[config.mk]
export PLATFORM = sky130hd
export DESIGN_NAME = pdm_dac_top
export DESIGN_NICKNAME = d
export VERILOG_FILES = /design/src/rtl/pdm_dac_pkg.sv /design/src/rtl/pdm_dac_adder.sv /design/src/rtl/pdm_dac_top.sv
export SDC_FILE = /design/constraint.sdc
export NUM_CORES = 1
export LEC_CHECK = 0
export CORE_MARGIN = 2
export CORE_UTILIZATION = 35
export CTS_CLUSTER_SIZE = 14
export DETAILED_ROUTE_END_ITERATION = 10
export GPL_ROUTABILITY_DRIVEN = 0
export GPL_TIMING_DRIVEN = 0
export PLACE_DENSITY = 0.63
export SYNTH_ARGS = -nofsm -noshare
export SYNTH_HDL_FRONTEND = slang
export SYNTH_SLANG_ARGS = --single-unit
[constraint.sdc]
create_clock -name clk -period 1.8 [get_ports clk]
set_input_delay 0.27 -clock clk [delete_from_list [all_inputs] [get_ports clk]]
set_output_delay 0.27 -clock clk [all_outputs]
set_load 0.02 [all_outputs]
[src/rtl/pdm_dac_pkg.sv]
package pdm_dac_pkg;

    typedef enum logic {
        MODE_BINARY = 1'b0,
        MODE_WRAP   = 1'b1
    } pdm_mode_e;

endpackage

[src/rtl/pdm_dac_adder.sv]
module pdm_dac_adder #(
    parameter int W = 8
) (
    input  logic [W-1:0] a_i,
    input  logic [W-1:0] b_i,
    input  logic         cin_i,
    output logic [W-1:0] sum_o,
    output logic         cout_o
);
    localparam int SW = W + 1;

    logic [SW-1:0] wide;

    always_comb begin
        wide   = {1'b0, a_i} + {1'b0, b_i} + {{(SW-1){1'b0}}, cin_i};
        sum_o  = wide[W-1:0];
        cout_o = wide[W];
    end
endmodule

[src/rtl/pdm_dac_top.sv]
module pdm_dac_top
    import pdm_dac_pkg::*;
#(
    parameter int        W    = 8,
    parameter pdm_mode_e MODE = MODE_BINARY
) (
    input  logic         clk,
    input  logic         rst,
    input  logic [W-1:0] level_i,
    output logic         pulse_o
);
    localparam logic [W-1:0] HALF     = W'(1) << (W-1);
    localparam logic [W-1:0] ALL_ONES = {W{1'b1}};

    typedef struct packed {
        logic [W-1:0] acc;
        logic         carry;
        logic         pulse;
    } state_t;

    state_t st_q, st_d;

    logic         cin_sel;
    logic [W-1:0] sum_w;
    logic         cout_w;

    generate
        if (MODE == MODE_WRAP) begin : g_wrap
            assign cin_sel = st_q.carry;
        end else begin : g_binary
            assign cin_sel = 1'b0;
        end
    endgenerate

    pdm_dac_adder #(.W(W)) u_add (
        .a_i    (st_q.acc),
        .b_i    (level_i),
        .cin_i  (cin_sel),
        .sum_o  (sum_w),
        .cout_o (cout_w)
    );

    always_comb begin
        st_d       = st_q;
        st_d.acc   = sum_w;
        st_d.carry = cout_w;
        st_d.pulse = cout_w;
    end

    always_ff @(posedge clk or posedge rst) begin
        if (rst) st_q <= '0;
        else     st_q <= st_d;
    end

    assign pulse_o = st_q.pulse;

    // reset forces the output low
    a_r1_reset_low: assert property (@(posedge clk) rst |=> !pulse_o);

    // a zero code can never produce an overflow
    a_r3_zero_quiet: assert property (@(posedge clk) disable iff (rst)
        (level_i == '0) |=> !pulse_o);

    // codes below half scale never yield two adjacent highs
    a_r5_spread: assert property (@(posedge clk) disable iff (rst)
        (pulse_o && level_i < HALF && $past(level_i) < HALF) |=> !pulse_o);

    // in wrap mode the all-ones code keeps a high output high
    a_r7_full_on: assert property (@(posedge clk) disable iff (rst)
        (MODE == MODE_WRAP && level_i == ALL_ONES && pulse_o) |=> pulse_o);
endmodule

# Yosys cells after proc, flatten, opt, wreduce, memory -nomap -nowiden
# Cells that the tools add are included.
# totals
register_bits,9
elab_cells,3
# op_classes
add_sub_neg,1
# ops
cell,n
8-bit by 8-bit adder with 9-bit output,1

# Logic depth before layout (Yosys ltp)
# logic_depth
word_depth,1
depth_mapped,6

# By module
# A second synthesis with hierarchy kept.
# hier_totals
cells_unflattened,53
hier_area_um2,564.3
# by_module_without_submodules
module,n_inst,cells_per_inst,area_per_inst_um2,seq_area_each_um2
pdm_dac_adder,1,42,331.6,0.0
pdm_dac_top,1,11,232.7,225.2

# Least setup slack after synthesis
# Ideal clock, no wire load.
# synth_path
path_type,register to register
from,register st_q[2] (netlist name)
to,register st_q (netlist bit pulse_o)
t_arrival_ns,1.376
setup_slack_ns,0.296
path_stages_with_launch,7
n_path_buf,0
period_less_slack_ns,1.504
cell_sequence,dfrtp_1 > ha_1 > fa_1 > a21oi_1 > nor2_1 > nor2_1 > o21ai_0
# synth_between
elab_chain_cells,1
# synth_lines
item,line_no,rtl
from (decl),pdm_dac_top.sv:21,"state_t st_q, st_d;"
from (signal assigned),pdm_dac_top.sv:52,else st_q <= st_d;
8-bit by 8-bit adder with 9-bit output,pdm_dac_adder.sv:15,"wide = {1'b0, a_i} + {1'b0, b_i} + {{(SW-1){1'b0}}, cin_i};"
via cout_w,pdm_dac_top.sv:25,logic cout_w;
# The timed path passes the listed nets, and every way through them passes these cells.

# Worst setup path after layout
# layout_path
from,input level_i[0]
to,register st_q (netlist bit pulse_o)
# layout_between
elab_chain_cells,1
# layout_lines
item,line_no,rtl
from (decl),pdm_dac_top.sv:9,"input logic [W-1:0] level_i,"
8-bit by 8-bit adder with 9-bit output,pdm_dac_adder.sv:15,
via cout_w,pdm_dac_top.sv:25,
# The timed path passes the listed nets, and every way through them passes these cells.

==> impl_metrics.yaml <==
timing:
  setup_viol: 0
  fin_crit_ps: 1660
  fin_crit_sh: 0.922
  fmax_ghz: 0.603
  hold_viol_final: 0
  slew_violations: 0
  setup_tns_ps: 0
  tightest_slew_ps: 344
  slew_headroom: 0.764
  rsz0062_at_grt: "no"
  skew_ps: 9.05
placed_design:
  port-buffer-count: 10
  hpwl_um: 713
setup_path:
  cp_cell_sequence: "clkdlybuf4s50_1 > ha_1 > fa_1 > a21oi_2 > nor2_1 > nor2_2 > o21ai_0"
  arrival_ps: 1800
  cpMaxStageDelayCell: "fa_1"
  criticalPathCategory: "input port to register"
  critPathMaxFanout: 2
  end_kind: "register"
  crit_required_ps: 1940
  critPathLaunchType: "input port"
  slowest_delay_ps: 420
cts:
  cts_setup_buffers: 0
  path_clk_slew_ps: 70
  clkSinkCount: 9
  clk_path_buf_depth: 2
  post_cts_resized: 0
  clock-root-buffer: "clkbuf_4"
  cts_tree: "built"
  cts_buffers: 3
  htreeDepth: 1
  clk_latency_ps: 260
  cts_hold_buf: 0
logic_synthesis:
  netlist.area_leader.share: 0.407
  syn_nets: 71
  ys_top_cells_by_area: "dfrtp_1, ha_1, a21oi_1"
  syn_area_um2: 553
  synth_cell_types: 21
  ys.warnings.count: 0
  synthCells: 52
  synth_top_area_cell: "dfrtp_1"
  synth-seq-cells: 9
  ys_seq_area_frac: 0.407
  syn_area_per_cell_um2: 10.6
floorplan:
  die_h_um: 43.8
  num_rows: 14
  ios: 11
  coreArea_um2: 1490
  die_x_um: 43.8
  die_area_um2: 1910
  start_util: 0.371
layout:
  drive_gt1_frac: 0.106
  area_growth_pct: 27.8
  finalNetCount: 86
  diodes: 0
  fillerInstances: 148
  utilization: 0.475
outcome:
  status: "completed"
route:
  drc: 0
  vias: 401
  wl_met2_um: 389
  wl_met3_um: 39
  drtAntennaViolNets: 0
  via_per_inst: 4.89
  first_pass_iters: 4
  drtIter0Drc: 6
  wl_met1_um: 460
  routed.top_layer: "met3"
  detail_route.wl_per_cell_um: 10.8
  routed_wl_um: 889
global_routing:
  grt.overflow.total: 0
  track_usage: 0.108
  grt_max_degree: 10
  antenna_found_initial: 0
  grt_pass1_wl_um: 1520
  grt_pass1_vias: 386
hold_path:
  worstHoldPathType: "input port to asynchronous set/reset pin"
power:
  ir_worst_vdd_mv: 0.687
  leakagePower_uw: 0.000325
  powerDensity_nw_per_um2: 1640
run:
  cap_violations: 0
==> worst max-delay path: cells and delay by family <==
family	cells	cell delay, ps
adders and majority gates	2	650
AOI/OAI and AO/OA	2	290
and+or+nand+nor	2	180
buffers and inverters	1	400
==> cell usage in the layout, fill, tap and decap left out <==
cell / instances
clkdlybuf4s50_1: 10
dfrtp_1: 9
ha_1: 8
a21oi_1: 4
nand2_1: 3
inv_1: 3
clkbuf_4: 3
a21o_1: 2
nand3_1: 2
nor2b_1: 2
nor3_1: 2
xnor2_1: 2
a311o_1: 2
xor2_1: 2
a21oi_2: 1
nor2_1: 1
nor2_2: 1
o21ai_0: 1
a2111oi_0: 1
mux2i_1: 1
a221oi_1: 1
inv_2: 1
nor4_1: 1
o21bai_1: 1
fa_1: 1
clkinv_2: 1
==> cells by family after synthesis <==
logic type	Yosys count	synth area share
AO/OA/AOI/OAI	13	0.163
AND/OR/NAND/NOR	12	0.104
adder cells (fa/ha/maj)	9	0.217
flip-flops	9	0.407
XOR/XNOR	4	0.0634
buffers and inverters	4	0.0271
multiplexers	1	0.0181
==> registers in the layout, summed over array words and instances, names as in the netlist <==
register  flops
st_q          8
pulse_o       1
==> Yosys cell counts, drive strengths merged <==
| master | n |
|---|---|
| ha | 8 |
| xor2 | 2 |
| a21o | 2 |
| fa | 1 |
| o21bai | 1 |
| mux2i | 1 |
| nand2 | 3 |
| dfrtp | 9 |
| nor3 | 2 |
| a21oi | 5 |
| a2111oi | 1 |
| a311o | 2 |
| nor2b | 2 |
| xnor2 | 2 |
| inv | 4 |
| a221oi | 1 |
| nand3 | 2 |
| o21ai | 1 |
| nor2 | 2 |
| nor4 | 1 |
==> power breakdown <==
part	total (uW)	internal, uW	switching [uW]	leakage, uW
clock network	154	81.8	71.9	0.0000177
registers	353	315	38.0	0.000105
logic	651	310	342	0.000202
total	1160	707	452	0.000325
==> worst paths after layout <==
check	startpoint	end	slack, ps	cells past startpoint
worst max-delay path	level_i[0]	pulse_o$_DFF_PP0_	140	7
worst min-delay path	rst	pulse_o$_DFF_PP0_	270	2
worst max register to register	st_q[2]$_DFF_PP0_	pulse_o$_DFF_PP0_	210	6
worst min register to register	st_q[2]$_DFF_PP0_	st_q[2]$_DFF_PP0_	470	1
max in group asynchronous	rst	st_q[6]$_DFF_PP0_	1270	2
min in group clk	st_q[2]$_DFF_PP0_	st_q[2]$_DFF_PP0_	470	1
==> metrics by stage <==
step                std cells  instance area (um^2)  hold slack [ps]  power [uW]  setup WS [ps]
finish                     82                   707              268        1160            141
global route               82                   707              309        1270           41.2
CTS                        82                   701              280        1160           59.0
detailed placement         78                   673              460         993           -221
global placement           78                   673              453         984           -201
floorplan                  52                   553             97.9         855            296
==> layout make-up <==
cell class / instances / area [um^2] / area share
Multi-Input combinational cell: 39 / 319 / 0.451
Clock inverter: 1 / 5.00 / 0.00708
Clock buffer: 3 / 22.5 / 0.0319
Tap cell: 16 / 20.0 / 0.0283
Sequential cell: 9 / 225 / 0.319
Timing Repair Buffer: 10 / 100 / 0.142
Inverter: 4 / 15.0 / 0.0212
==> routing by layer <==
layer | up-vias | GRT usage
li1 | 216 | -
met1 | 179 | 0.132
met2 | 6 | 0.176
met3 | 0 | 0.0625
met4 | 0 | 0
met5 | - | 0
Power figures use the tool's default switching activity.
